==> config.mk <==
export PLATFORM = sky130hd
export DESIGN_NAME = sram_bus_ctrl
export DESIGN_NICKNAME = d
export VERILOG_FILES = /design/src/rtl/sram_ctrl_pkg.sv /design/src/rtl/sram_win_timer.sv /design/src/rtl/sram_rd_capture.sv /design/src/rtl/sram_bus_ctrl.sv
export SDC_FILE = /design/constraint.sdc
export NUM_CORES = 1
export LEC_CHECK = 0
export ABC_AREA = 1
export BUFFER_PORTS_ARGS = -buffer_cell sky130_fd_sc_hd__buf_2
export CORE_UTILIZATION = 29
export DETAILED_ROUTE_END_ITERATION = 16
export PLACE_DENSITY = 0.58
export SETUP_SLACK_MARGIN = 0.05
export SLEW_MARGIN = 5
export SYNTH_ARGS = -nofsm -noshare
export SYNTH_HDL_FRONTEND = slang
export SYNTH_SLANG_ARGS = --single-unit
==> constraint.sdc <==
create_clock -name clk -period 3.15 [get_ports clk]
set_clock_uncertainty 0.05 [all_clocks]
set_input_delay 0.945 -clock clk [delete_from_list [all_inputs] [get_ports clk]]
set_output_delay 0.945 -clock clk [all_outputs]
set_load 0.05 [all_outputs]
==> src/rtl/sram_ctrl_pkg.sv <==
`timescale 1ns/100ps
package sram_ctrl_pkg;

    typedef enum logic [2:0] {
        ST_IDLE,
        ST_RD_ACC,
        ST_RD_END,
        ST_WR_TURN,
        ST_WR_PULSE,
        ST_WR_END
    } ctrl_state_t;

    // Nanoseconds to whole clock cycles, rounded up, never below one.
    function automatic int unsigned ns_to_cyc(input int unsigned ns, input int unsigned clk_ns);
        int unsigned c;
        c = (ns + clk_ns - 1) / clk_ns;
        if (c == 0) c = 1;
        return c;
    endfunction

    function automatic int unsigned umax(input int unsigned a, input int unsigned b);
        return (a > b) ? a : b;
    endfunction

endpackage

==> src/rtl/sram_win_timer.sv <==
`timescale 1ns/100ps
module sram_win_timer #(
    parameter int unsigned CNT_W = 4
) (
    input  logic             clk,
    input  logic             rst_n,
    input  logic             load,
    input  logic [CNT_W-1:0] load_val,
    output logic [CNT_W-1:0] count
);

    always_ff @(posedge clk or negedge rst_n) begin
        if (!rst_n)
            count <= '0;
        else if (load)
            count <= load_val;
        else if (count != '0)
            count <= count - 1'b1;
    end

    // support: an idle counter never wraps around on its own.
    a_r3_no_wrap: assert property (@(posedge clk) disable iff (!rst_n)
        (count == '0 && !load) |=> (count == '0));

endmodule

==> src/rtl/sram_rd_capture.sv <==
`timescale 1ns/100ps
module sram_rd_capture #(
    parameter int unsigned LANES  = 2,
    parameter int unsigned LANE_W = 8
) (
    input  logic                    clk,
    input  logic                    rst_n,
    input  logic                    cap_en,
    input  logic [LANES-1:0]        lane_en,
    input  logic [LANES*LANE_W-1:0] din,
    output logic [LANES*LANE_W-1:0] rdata
);

    for (genvar g = 0; g < LANES; g++) begin : g_lane
        always_ff @(posedge clk or negedge rst_n) begin
            if (!rst_n)
                rdata[g*LANE_W +: LANE_W] <= '0;
            else if (cap_en)
                rdata[g*LANE_W +: LANE_W] <= lane_en[g] ? din[g*LANE_W +: LANE_W] : '0;
        end
    end

    // without a capture strobe the read word does not move.
    a_r10_hold: assert property (@(posedge clk) disable iff (!rst_n)
        !cap_en |=> $stable(rdata));

endmodule

==> src/rtl/sram_bus_ctrl.sv <==
`timescale 1ns/100ps
module sram_bus_ctrl
    import sram_ctrl_pkg::*;
#(
    parameter int unsigned CLK_NS   = 5,
    parameter int unsigned ADDR_W   = 16,
    parameter int unsigned DATA_W   = 16,
    parameter int unsigned LANE_W   = 8,
    parameter int unsigned T_RC_NS  = 55,
    parameter int unsigned T_AA_NS  = 55,
    parameter int unsigned T_ACS_NS = 55,
    parameter int unsigned T_OE_NS  = 35,
    parameter int unsigned T_BA_NS  = 35,
    parameter int unsigned T_WC_NS  = 55,
    parameter int unsigned T_WP_NS  = 45,
    parameter int unsigned T_CW_NS  = 50,
    parameter int unsigned T_AW_NS  = 50,
    parameter int unsigned T_BW_NS  = 50,
    parameter int unsigned T_DW_NS  = 25,
    parameter int unsigned T_OHZ_NS = 30,
    parameter int unsigned T_CHZ_NS = 30,
    parameter int unsigned T_BHZ_NS = 30
) (
    input  logic                     clk,
    input  logic                     rst_n,
    input  logic                     req_valid,
    output logic                     req_ready,
    input  logic                     req_write,
    input  logic [ADDR_W-1:0]        req_addr,
    input  logic [DATA_W-1:0]        req_wdata,
    input  logic [DATA_W/LANE_W-1:0] req_mask,
    output logic                     rsp_done,
    output logic [DATA_W-1:0]        rsp_rdata,
    output logic [ADDR_W-1:0]        mem_addr,
    output logic                     mem_cs_n,
    output logic                     mem_we_n,
    output logic                     mem_oe_n,
    output logic [DATA_W/LANE_W-1:0] mem_be_n,
    output logic [DATA_W-1:0]        mem_dq_out,
    output logic                     mem_dq_oe,
    input  logic [DATA_W-1:0]        mem_dq_in
);

    localparam int unsigned LANES = DATA_W / LANE_W;

    localparam int unsigned N_RD = umax(umax(umax(ns_to_cyc(T_RC_NS, CLK_NS),
                                                  ns_to_cyc(T_AA_NS, CLK_NS)),
                                             umax(ns_to_cyc(T_ACS_NS, CLK_NS),
                                                  ns_to_cyc(T_OE_NS, CLK_NS))),
                                        ns_to_cyc(T_BA_NS, CLK_NS));
    localparam int unsigned N_WC = ns_to_cyc(T_WC_NS, CLK_NS);
    localparam int unsigned N_WC_PULSE = (N_WC > 2) ? N_WC - 2 : 1;
    localparam int unsigned N_WP = umax(umax(umax(ns_to_cyc(T_WP_NS, CLK_NS),
                                                  ns_to_cyc(T_CW_NS, CLK_NS)),
                                             umax(ns_to_cyc(T_AW_NS, CLK_NS),
                                                  ns_to_cyc(T_BW_NS, CLK_NS))),
                                        umax(ns_to_cyc(T_DW_NS, CLK_NS), N_WC_PULSE));
    localparam int unsigned N_TURN = umax(umax(ns_to_cyc(T_OHZ_NS, CLK_NS),
                                               ns_to_cyc(T_CHZ_NS, CLK_NS)),
                                          ns_to_cyc(T_BHZ_NS, CLK_NS));
    localparam int unsigned N_MAX = umax(umax(N_RD, N_WP), N_TURN);
    localparam int unsigned CNT_W = $clog2(N_MAX + 1);

    ctrl_state_t state_q, state_d;

    logic [ADDR_W-1:0] addr_q;
    logic [DATA_W-1:0] wdata_q;
    logic [LANES-1:0]  mask_q;

    logic             accept;
    logic             win_ld;
    logic [CNT_W-1:0] win_ld_val;
    logic [CNT_W-1:0] win_cnt;
    logic             win_last;
    logic             turn_ld;
    logic [CNT_W-1:0] turn_cnt;
    logic             turn_clear;
    logic             cap_en;

    assign accept     = (state_q == ST_IDLE) && req_valid;
    assign win_last   = (win_cnt == CNT_W'(1));
    assign turn_clear = (turn_cnt == '0);

    // ---------------- request latch ----------------
    always_ff @(posedge clk or negedge rst_n) begin
        if (!rst_n) begin
            addr_q  <= '0;
            wdata_q <= '0;
            mask_q  <= '0;
        end else if (accept) begin
            addr_q  <= req_addr;
            wdata_q <= req_wdata;
            mask_q  <= req_mask;
        end
    end

    // ---------------- state register ----------------
    always_ff @(posedge clk or negedge rst_n) begin
        if (!rst_n)
            state_q <= ST_IDLE;
        else
            state_q <= state_d;
    end

    // ---------------- next state and counter loads ----------------
    always_comb begin
        state_d    = state_q;
        win_ld     = 1'b0;
        win_ld_val = CNT_W'(N_RD);
        turn_ld    = 1'b0;
        unique case (state_q)
            ST_IDLE: begin
                if (req_valid) begin
                    if (req_write) begin
                        state_d = ST_WR_TURN;
                    end else begin
                        state_d    = ST_RD_ACC;
                        win_ld     = 1'b1;
                        win_ld_val = CNT_W'(N_RD);
                    end
                end
            end
            ST_RD_ACC: begin
                if (win_last) begin
                    state_d = ST_RD_END;
                    turn_ld = 1'b1;
                end
            end
            ST_RD_END: state_d = ST_IDLE;
            ST_WR_TURN: begin
                if (turn_clear) begin
                    state_d    = ST_WR_PULSE;
                    win_ld     = 1'b1;
                    win_ld_val = CNT_W'(N_WP);
                end
            end
            ST_WR_PULSE: begin
                if (win_last) state_d = ST_WR_END;
            end
            ST_WR_END: state_d = ST_IDLE;
            default: state_d = ST_IDLE;
        endcase
    end

    // ---------------- pin and host outputs ----------------
    always_comb begin
        mem_cs_n  = 1'b1;
        mem_we_n  = 1'b1;
        mem_oe_n  = 1'b1;
        mem_be_n  = '1;
        mem_dq_oe = 1'b0;
        rsp_done  = 1'b0;
        req_ready = 1'b0;
        cap_en    = 1'b0;
        unique case (state_q)
            ST_IDLE: req_ready = 1'b1;
            ST_RD_ACC: begin
                mem_cs_n = 1'b0;
                mem_oe_n = 1'b0;
                mem_be_n = ~mask_q;
                cap_en   = win_last;
            end
            ST_RD_END: rsp_done = 1'b1;
            ST_WR_TURN: begin
                mem_cs_n = 1'b0;
                mem_be_n = ~mask_q;
            end
            ST_WR_PULSE: begin
                mem_cs_n  = 1'b0;
                mem_we_n  = 1'b0;
                mem_be_n  = ~mask_q;
                mem_dq_oe = 1'b1;
            end
            ST_WR_END: begin
                mem_be_n  = ~mask_q;
                mem_dq_oe = 1'b1;
                rsp_done  = 1'b1;
            end
            default: req_ready = 1'b0;
        endcase
    end

    assign mem_addr   = addr_q;
    assign mem_dq_out = wdata_q;

    // ---------------- submodules ----------------
    sram_win_timer #(.CNT_W(CNT_W)) u_win_timer (
        .clk      (clk),
        .rst_n    (rst_n),
        .load     (win_ld),
        .load_val (win_ld_val),
        .count    (win_cnt)
    );

    sram_win_timer #(.CNT_W(CNT_W)) u_turn_timer (
        .clk      (clk),
        .rst_n    (rst_n),
        .load     (turn_ld),
        .load_val (CNT_W'(N_TURN)),
        .count    (turn_cnt)
    );

    sram_rd_capture #(.LANES(LANES), .LANE_W(LANE_W)) u_rd_capture (
        .clk     (clk),
        .rst_n   (rst_n),
        .cap_en  (cap_en),
        .lane_en (mask_q),
        .din     (mem_dq_in),
        .rdata   (rsp_rdata)
    );

    // ---------------- assertions ----------------
    a_r9_drive_needs_oe_off: assert property (@(posedge clk) disable iff (!rst_n)
        mem_dq_oe |-> mem_oe_n);

    a_r9_strobe_needs_select: assert property (@(posedge clk) disable iff (!rst_n)
        !mem_we_n |-> !mem_cs_n);

    a_r2_done_single: assert property (@(posedge clk) disable iff (!rst_n)
        rsp_done |=> !rsp_done);

    a_r2_ready_parked: assert property (@(posedge clk) disable iff (!rst_n)
        req_ready |-> (mem_cs_n && !mem_dq_oe && mem_we_n));

    a_r8_addr_hold: assert property (@(posedge clk) disable iff (!rst_n)
        (!mem_cs_n && $past(!mem_cs_n)) |-> ($stable(mem_addr) && $stable(mem_be_n)));

    a_r5_data_hold: assert property (@(posedge clk) disable iff (!rst_n)
        (!mem_we_n && $past(!mem_we_n)) |-> $stable(mem_dq_out));

    a_r7_turn_drained: assert property (@(posedge clk) disable iff (!rst_n)
        (mem_dq_oe && !$past(mem_dq_oe)) |-> (turn_cnt == '0));

    a_r3_read_end_done: assert property (@(posedge clk) disable iff (!rst_n)
        ($past(!mem_oe_n) && mem_oe_n) |-> rsp_done);

endmodule

; Yosys cells after proc, flatten, opt, wreduce, memory -nomap -nowiden
; Index checks and enable logic that the tools add are counted.
; Widths: inputs -> output; s select.
[word_totals]
reg_bits = 61
word_cells = 61
[classes]
add_sub_neg = 2
bitwise_logic = 1
muxes = 28
n_eq_ne = 10
reduce_logical = 12
[op_table]
columns = operator, count
row1 = $mux 4, 4
row2 = $mux 8, 2
row3 = $mux 1, 14
row4 = $mux 3, 4
row5 = $pmux 3 s4, 1
row6 = $ne 2x2->1 const B, 4
row7 = $reduce_bool 4->1, 2
row8 = $sub 4x1->4 const B, 2
row9 = $eq 3x2->1 const B, 2
row10 = $eq 3x3->1 const B, 2
row11 = $eq 4x1->1 const B, 1
row12 = $logic_not 4->1, 1
row13 = $mux 2, 2
row14 = $reduce_and 4->1, 1
row15 = $reduce_bool 2->1, 2
row16 = $reduce_or 2->1, 2
row17 = $reduce_or 4->1, 1
row18 = $eq 3x1->1 const B, 1
row19 = $logic_not 3->1, 1
row20 = $reduce_or 3->1, 1
row21 = $not 2->2, 1
row22 = $pmux 1 s2, 1
row23 = $logic_and 1x1->1, 1

; Depth between registers and ports, before layout
; Gate-level depths: netlist (run 1).
[depth]
ltp_word = 4
depth_mapped = 8
depth_no_buf = 8

; Hierarchy
; Synthesis (run 1) repeated with hierarchy kept, for this count alone.
[unflattened]
hier_cells = 334
area_unflattened_um2 = 2864.0
[modules_own_cells]
columns = module, seq_area_each_um2, n_inst, cells_per_inst, area_each_um2
row1 = sram_bus_ctrl, 925.9, 1, 200, 1659.1
row2 = sram_rd_capture, 400.4, 1, 70, 686.9
row3 = sram_win_timer, 100.1, 2, 32, 259.0

; Worst setup path before layout (run 1)
; No wires, ideal clock.
[synth_path]
kind = register to output
startpoint = register state_q[2]
endpoint = output port rsp_done
stages_incl_launch_ff = 6
path_slack_ns = 0.178
t_arrival_ns = 1.977
n_path_buf = 1
path_cell_list = dfrtp_1 buf_6 inv_2 nor2_1 nor2_1 nor2_1
[synth_via]
elab_chain_len = 3
word_cells_on_any_way = 4
cone_classes = eq/ne (2) / mux (1) / reduce/logical (1)
[synth_rtl]
columns = item, line_no
row1 = "start, declared", sram_bus_ctrl.sv:64  ; ctrl_state_t state_q, state_d;
row2 = "start signal, assigned", sram_bus_ctrl.sv:102  ; state_q <= state_d;
row3 = $eq 3x3->1 or $eq 3x2->1 (tied branches), sram_bus_ctrl.sv:155  ; unique case (state_q)
row4 = $reduce_or 2->1 (no line) (*), -
row5 = $mux 1 (*), sram_bus_ctrl.sv:155
row6 = "end, declared", sram_bus_ctrl.sv:32  ; output logic rsp_done,
; Every way passes the cells marked *; elsewhere a longest branch is shown, timed or not.

; Final worst setup path (run 1)
[layout_path]
startpoint = register state_q[2]
endpoint = output port mem_be_n[0]
[layout_via]
elab_chain_len = 3
word_cells_on_any_way = 6
cone_classes = eq/ne (4) / mux (1) / reduce/logical (1)
[layout_rtl]
columns = item, line_no
row1 = "$eq 3x3->1, or another cell as far along", sram_bus_ctrl.sv:155
row2 = $reduce_or 4->1 (no line) (*), -
row3 = $mux 2 (*), -
row4 = "end, declared", sram_bus_ctrl.sv:38  ; output logic [DATA_W/LANE_W-1:0] mem_be_n,
; Marked as above.

==> impl_metrics.tcl, run 1 <==
set metrics [dict create \
    p_leak_nw 2.07 \
    synth.avg_cell_area_um2 8.73 \
    worst-path-stages 5 \
    tightest_slew_ps 723 \
    grt_pass1_wl_um 10900 \
    r2r-end "mem_addr[14]" \
    reg2reg_slack_ps 1220 \
    fp-row-count 35 \
    grt_max_degree 36 \
    antenna_left 0 \
    cp_num_buf_inv 2 \
    crit_fanout 7 \
    dp_hpwl_um 4820 \
    max_freq_mhz 375 \
    rsz0062_at_grt "no" \
    crit_required_ps 2150 \
    crit_family "flip-flops" \
    critPathCapture "mem_be_n[0]" \
    total_power_mw 4.89 \
    root_buffer "clkbuf_8" \
    peakVddDrop_uv 548 \
    clk_pin_slew_worst_paths_ps 60 \
    final_core_util_pct 39.3 \
    clock_latency_ps 330 \
    overflow 0 \
    critPathMaxStageDelay_ps 540 \
    combPwrFrac_pct 53.0 \
    portBuffers 109 \
    path_cells "inv_2 -> nor2_1 -> o21bai_1 -> nand2_1 -> buf_2" \
    tns_ps 0 \
    grtUsageTotal_pct 14.3 \
    coreArea_um2 9240 \
    syn_to_final_growth_pct 31.7 \
    layout-drive-gt1-share_pct 32.4 \
    setup_viol 0 \
    cts-resized-gates 0 \
    die_h_um 99.5 \
    drt-wirelength-per-cell_um 12.2 \
    p_int_mw 2.33 \
    switching_share_pct 52.3 \
    dieWidth_um 99.5 \
    hp-class "flop to flop" \
    synthesis.area_um2 2760 \
    p_clk_share_pct 17.7 \
    drv_slew 0 \
    yosysWarnings 0 \
    dr.pass1.iters 4 \
    outcome "finished clean" \
    crit_path_start "state_q[2]" \
    via_per_inst 4.37 \
    diodes 0 \
    slew-limit-headroom_pct 51.8 \
    cts_buffers 9 \
    cts_hold_repair.buffers 0 \
    synth_seq_cells 61 \
    period_share_pct 84.7 \
    finalCriticalPeriod_ps 2670 \
    num_vias 2439 \
    drt-total-wl_um 6800 \
    cts.sinks 61 \
    placedCellCount 543 \
    wl_met2_um 3310 \
    synth_seq_area_share_pct 55.3 \
    ff2ff_path_depth 7 \
    synthCells 316 \
    max_cap_viol_count 0 \
    pwr-share-seq_pct 29.2 \
    critical_path_class "flop to output port" \
    fin_nets 484 \
    switchingPower_mw 2.56 \
    synth.distinct_cells 27 \
    cts_setup_buffers 0 \
    die_area_um2 9910 \
    place_congestion 0.856 \
    wl_met3_um 339 \
    syn-num-nets 375 \
    io_pins 110 \
    end_kind "output port" \
    power_density_nw_per_um2 1350 \
    worstPathArrival_ps 1670 \
    top_layer_used "met4" \
    cts_buffer_depth 2 \
    drcViolationCount 0 \
    antenna_found_initial 0 \
    first_global_vias 2288 \
    crit_slowest_cell "dfrtp_1" \
    wl_met1_um 3070 \
    rr_startpoint "state_q[1]" \
    dr.first_iter.drc_count 73 \
    startpoint_type "flop" \
    h-tree-depth 3 \
    hold_viol 0 \
    cts_tree "done" \
    start_util_pct 29.9 \
    stdcell_count 558 \
]
==> power by group through the flow <==
stage	clock, mW	sequential (mW)	combinational, mW
5_1_grt	0.928	1.48	2.80
3_3_place_gp	0	1.43	2.59
4_1_cts	0.892	1.43	2.63
6_report	0.866	1.43	2.59
3_5_place_dp	0	1.44	2.63
2_1_floorplan	0	2.42	1.06
==> placed cells by master (no fill, tap or decap), drive strengths merged <==
cell      n
buf     113
o21bai    1
a21oi     4
clkinv    1
bufinv    3
inv      18
nand2   127
xnor2     1
ha        5
nor2     15
a31oi     1
nor3      1
nand3    58
xor2      2
dfrtp    61
nand4     2
clkbuf   11
o21ai     5
==> through the flow <==
stage | hold slack, ps | setup slack, ps | area (µm²)
finish | 417 | 482 | 3630
floorplan | 392 | 178 | 2760
detailed placement | 404 | 791 | 3390
global route | 444 | 325 | 3630
CTS | 422 | 413 | 3630
global placement | 401 | 840 | 3390
==> worst register-to-register path, cell delays in order (launching register included) <==
cell and delay, ps:
dfrtp_1 450, nor2_2 220, inv_2 90, nor2_8 100
buf_4 370, nand2_4 320, nand2_1 150, nand2_1 70
==> worst min-delay path by stage <==
stage,from,to,slack [ps],cells past startpoint
floorplan,u_turn_timer.count[1],u_turn_timer.count[1],390,2
global placement,mem_addr[1],mem_addr[1],400,2
detailed placement,mem_dq_out[14],mem_dq_out[14],400,2
CTS,mem_dq_out[14],mem_dq_out[14],420,2
global route,mem_dq_out[15],mem_dq_out[15],440,2
finish,mem_dq_out[15],mem_dq_out[15],420,2
==> state kept, by name (all words and copies together), names as in the netlist <==
register / cells
mem_addr: 16
mem_dq_out: 16
u_rd_capture.rdata: 16
u_turn_timer.count: 4
u_win_timer.count: 4
state_q: 3
mask_q: 2
==> per-layer routing <==
layer | track usage, % | up-vias
met1 | 17.0 | 1138
met4 | 5.77 | 0
met5 | 0 | -
met3 | 3.65 | 8
met2 | 24.8 | 71
li1 | - | 1222
==> area by class of cell <==
type                    instances  area [µm²]
clock buffers                  11         151
flip-flops and latches         61        1530
fillers                       973        5610
well taps                     129         161
clock inverters                 4        95.1
repair buffers                113         576
inverters                      18        70.1
multi-input cells             222        1050
==> kinds of logic (layout without fill, tap and decap cells) <==
| group | Yosys count | count (layout) | share of synthesized area (%) |
|---|---|---|---|
| xor+xnor | 3 | 3 | 0.953 |
| buf+inv | 33 | 146 | 6.53 |
| flops | 61 | 61 | 55.3 |
| fa+ha+maj | 5 | 5 | 2.27 |
| compound gates | 11 | 11 | 2.27 |
| simple gates | 203 | 203 | 32.7 |
==> cell usage after synthesis <==
cell | number | share of area, %
xor2_1 | 2 | 0.64
a31oi_1 | 1 | 0.23
nor3_1 | 1 | 0.18
o21ai_1 | 1 | 0.18
inv_4 | 1 | 0.23
nand2_2 | 1 | 0.23
clkbuf_1 | 5 | 0.68
buf_2 | 1 | 0.18
dfrtp_1 | 61 | 55
nand3_4 | 1 | 0.64
nand4_1 | 2 | 0.45
nand2_1 | 125 | 17
o21bai_1 | 1 | 0.27
a21oi_1 | 3 | 0.54
buf_6 | 5 | 2.0
a21oi_2 | 1 | 0.32
xnor2_1 | 1 | 0.32
o21ai_0 | 4 | 0.73
inv_1 | 15 | 2.0
inv_2 | 2 | 0.27
nand3_1 | 57 | 10
nand2_4 | 1 | 0.41
buf_4 | 4 | 1.1
nor2_8 | 2 | 1.5
nor2_1 | 11 | 1.5
ha_1 | 5 | 2.3
nor2_2 | 2 | 0.45
No activity file was read; power rests on OpenSTA's default activity.
==> run 2: changes to the inputs <==
- clock period: 3.15 -> 2.6 ns (I/O delays scaled with it)
==> run 2 against run 1 <==
Clock power is 1% higher. Register-to-register slack worse by 540 ps. Via count is essentially flat. Total power up 18%. Largest cell class unchanged. Non-clock buffer count unchanged. First-iteration DRC count grew 9.6%. Flip-flop and latch count stayed put. Count of clock-buffer cells in the layout stayed put. Core utilization is 0.23 points lower. Sequential power increased by 21%. Design area decreased by 0.59%.
==> impl_metrics.tcl, run 2 (synthesis results as in run 1) <==
set metrics [dict create \
    outcome "finished clean" \
    setup_viol 0 \
    total_power_mw 5.74 \
    drt-total-wl_um 6730 \
    syn_to_final_growth_pct 30.9 \
    place_congestion 0.816 \
    crit_required_ps 1770 \
    crit_path_start "state_q[2]" \
    final_common_cell "nand2_1" \
    end_kind "output port" \
    clk_pin_slew_worst_paths_ps 80 \
    combPwrFrac_pct 54.6 \
    wl_met2_um 3170 \
    cts_setup_buffers 0 \
    drcViolationCount 0 \
    antenna_found_initial 0 \
    critPathCapture "mem_cs_n" \
    period_share_pct 92.4 \
    placedCellCount 543 \
    start_util_pct 29.9 \
    cts.sinks 61 \
    coreArea_um2 9240 \
    max_cap_viol_count 0 \
    reg2reg_slack_ps 680 \
    power_density_nw_per_um2 1590 \
    dr.first_iter.drc_count 80 \
    ff2ff_path_depth 7 \
    switchingPower_mw 3.10 \
    finalCriticalPeriod_ps 2400 \
    pwr-share-seq_pct 30.2 \
    drv_slew 0 \
    root_buffer "clkbuf_8" \
    dr.pass1.iters 4 \
    worstPathArrival_ps 1570 \
    p_leak_nw 2.05 \
    io_pins 110 \
    drt-wirelength-per-cell_um 12.0 \
    max_freq_mhz 416 \
    slew-limit-headroom_pct 67.3 \
    antenna_left 0 \
    dp_hpwl_um 4790 \
    h-tree-depth 3 \
    stdcell_count 559 \
    via_per_inst 4.37 \
    p_int_mw 2.64 \
    die_area_um2 9910 \
    grt_max_degree 36 \
    portBuffers 109 \
    wl_met3_um 344 \
    tns_ps 0 \
    grt_pass1_wl_um 11200 \
    final_cell_mix "nand2_1, buf_2, dfrtp_1, nand3_1, inv_1" \
    dieWidth_um 99.5 \
    diodes 0 \
    fp-row-count 35 \
    peakVddDrop_uv 641 \
    rr_startpoint "state_q[1]" \
    grtUsageTotal_pct 14.6 \
    startpoint_type "flop" \
    cts_buffer_depth 2 \
    num_vias 2441 \
    hold_viol 0 \
    rsz0062_at_grt "no" \
    r2r-end "mem_addr[10]" \
    clock_latency_ps 320 \
    layout-drive-gt1-share_pct 32.8 \
    cts_hold_repair.buffers 0 \
    p_clk_share_pct 15.2 \
    crit_fanout 7 \
    fin_nets 484 \
    wl_met1_um 3160 \
    overflow 0 \
    cts-resized-gates 0 \
    cts_tree "done" \
    die_h_um 99.5 \
    critical_path_class "flop to output port" \
    switching_share_pct 54.0 \
    top_layer_used "met4" \
    first_global_vias 2288 \
    hp-class "input pin to asynchronous set/reset pin" \
    tightest_slew_ps 491 \
    cts_buffers 9 \
]
==> run 2: metrics by stage <==
| step | setup WS (ps) | util [%] | hold slack [ps] | instance area [µm²] |
|---|---|---|---|---|
| floorplan | 51.9 | - | 392 | 2760 |
| global placement | 569 | 36.8 | 400 | 3400 |
| detailed placement | 553 | 36.8 | 406 | 3400 |
| CTS | 185 | 39.1 | 365 | 3610 |
| global route | 61.3 | 39.1 | 384 | 3610 |
| finish | 198 | 39.1 | 354 | 3610 |
==> run 2: worst max-delay path, cell delays in order (launching register included) <==
cell and delay [ps]:
dfrtp_1 550, inv_2 130, nand3_4 120, nand2_1 80, nor2_1 100, buf_2 270
==> run 2: final cells by class <==
class	instances	area, µm²
clock buffers	11	151
fillers	973	5630
repair buffers	113	588
well taps	129	161
clock inverters	5	58.8
inverters	18	70.1
multi-input cells	222	1050
flip-flops and latches	61	1530
==> run 2: worst min-delay path by stage <==
stage	end	depth (start not counted)
CTS	mem_addr[6]	1
detailed placement	mem_dq_out[15]	2
global placement	mem_dq_out[5]	2
floorplan	u_turn_timer.count[1]	2
finish	mem_addr[13]	1
global route	u_rd_capture.rdata[8]	1
==> run 2: layer usage <==
layer | track usage, % | vias to the layer above
met1 | 19.5 | 1143
met4 | 5.09 | 0
met2 | 22.9 | 71
met5 | 0 | -
li1 | - | 1222
met3 | 3.65 | 5
==> run 2: power groups by stage <==
| stage | clock network (mW) | logic [mW] | registers [mW] |
|---|---|---|---|
| after global placement | 0 | 3.13 | 1.73 |
| after detailed placement | 0 | 3.18 | 1.74 |
| after global routing | 0.961 | 3.40 | 1.80 |
| after CTS | 0.907 | 3.18 | 1.74 |
| after floorplan | 0 | 1.28 | 2.94 |
| final | 0.875 | 3.14 | 1.73 |
==> run 3: changes to the inputs <==
- MAX_ROUTING_LAYER: not set -> met4
- clock period: 2.6 -> 2.8 ns (I/O delays scaled with it)
==> run 3 against run 2 <==
Register-to-register slack better by 200 ps. Non-clock buffer count is 1 lower. Via count is 0.20% lower.
==> impl_metrics.tcl, run 3 (synthesis results as in run 1) <==
set metrics [dict create \
    critical_path_class "flop to output port" \
    place_congestion 0.822 \
    total_power_mw 5.20 \
    dieWidth_um 99.5 \
    stdcell_count 556 \
    drt-wirelength-per-cell_um 12.1 \
    switchingPower_mw 2.85 \
    grt_pass1_wl_um 11400 \
    critPathMaxStageDelay_ps 570 \
    pwr-share-seq_pct 31.0 \
    cts_tree "done" \
    cts_buffers 9 \
    dr.first_iter.drc_count 48 \
    fin_nets 483 \
    combPwrFrac_pct 56.0 \
    whs_ps 333 \
    layout-drive-gt1-share_pct 32.1 \
    cts_buffer_depth 2 \
    max_freq_mhz 405 \
    fin_area_um2 3560 \
    coreArea_um2 9240 \
    cts-resized-gates 0 \
    final_core_util_pct 38.5 \
    num_vias 2436 \
    diodes 0 \
    switching_share_pct 54.8 \
    placedCellCount 542 \
    drt-total-wl_um 6710 \
    outcome "finished clean" \
    dp_slack_ps 674 \
    finalCriticalPeriod_ps 2470 \
    via_per_inst 4.38 \
    tns_ps 0 \
    start_util_pct 29.9 \
    antenna_found_initial 0 \
    setup_viol 0 \
    root_buffer "clkbuf_8" \
    max_cap_viol_count 0 \
    die_area_um2 9910 \
    die_h_um 99.5 \
    cts_setup_buffers 0 \
    drv_slew 0 \
    dp_hpwl_um 4660 \
    tightest_slew_ps 393 \
    syn_to_final_growth_pct 29.0 \
    antenna_left 0 \
    nFillCells 970 \
    period_share_pct 88.2 \
    end_kind "output port" \
    peakVddDrop_uv 607 \
    p_clk_share_pct 13.0 \
    startpoint_type "flop" \
    hp-class "input pin to asynchronous set/reset pin" \
    path_cells "inv_2 -> nor2_2 -> o21bai_1 -> nand2_1 -> buf_2" \
    final_common_cell "nand2_1" \
    final_cell_mix "nand2_1, buf_2, dfrtp_1, nand3_1, inv_1" \
    place_area_um2 3390 \
    dr.pass1.iters 4 \
    layout_setup_ws_ps 330 \
    p_leak_nw 2.03 \
    crit_fanout 7 \
    cts_hold_repair.buffers 0 \
    rsz0062_at_grt "no" \
    hold_viol 0 \
    power_density_nw_per_um2 1460 \
    drcViolationCount 0 \
    grt_max_degree 52 \
    io_pins 110 \
    crit_slowest_cell "dfrtp_1" \
    grtUsageTotal_pct 15.1 \
    crit_required_ps 1910 \
    portBuffers 109 \
    slew-limit-headroom_pct 73.8 \
    h-tree-depth 3 \
    first_global_vias 2373 \
    clk_pin_slew_worst_paths_ps 60 \
    cts.sinks 61 \
    fp-row-count 35 \
    worstPathArrival_ps 1580 \
    overflow 0 \
    clock_latency_ps 330 \
    p_int_mw 2.35 \
]
==> run 3: worst paths after layout <==
kind / start / slack (ps) / end / depth (start not counted)
worst max-delay path: state_q[2] / 330 / mem_be_n[1] / 5
min in group clk: mem_dq_out[9] / 420 / mem_dq_out[9] / 2
worst min-delay path: rst_n / 330 / u_rd_capture.rdata[9] / 1
worst min register to register: mem_dq_out[9] / 420 / mem_dq_out[9] / 2
worst max register to register: state_q[0] / 880 / mem_dq_out[7] / 7
max in group asynchronous: rst_n / 1800 / u_win_timer.count[1] / 2
==> run 3: power groups by stage <==
stage | logic, mW | clock network, mW | registers, mW
floorplan | 1.19 | 0 | 2.73
global placement | 2.91 | 0 | 1.61
detailed placement | 2.94 | 0 | 1.62
CTS | 2.94 | 0.714 | 1.62
global route | 3.16 | 0.756 | 1.68
finish | 2.91 | 0.675 | 1.61
==> run 3: critical path, delay by kind of cell (launching register included) <==
family,cells,cell delay (ps)
buffers and inverters,2,360
AOI/OAI and AO/OA,1,140
and+or+nand+nor,2,190
DFF,1,570
==> run 3: cell type report <==
cell class / count / area [µm²] / area share (%)
timing repair buffer: 112 / 581 / 16.3
multi-input combinational: 222 / 1050 / 29.6
sequential: 61 / 1530 / 42.9
clock inverter: 2 / 10.0 / 0.281
clock buffer: 12 / 155 / 4.36
inverter: 18 / 70.1 / 1.97
tap: 129 / 161 / 4.54
==> run 3: routing by layer <==
layer / routed length, µm / vias to the layer above / track usage, %
met1: 3110 / 1138 / 18.3
met3: 343 / 9 / 5.13
met2: 3200 / 69 / 24.4
li1: - / 1220 / -
met4: 59 / 0 / 3.39
met5: 0 / - / -
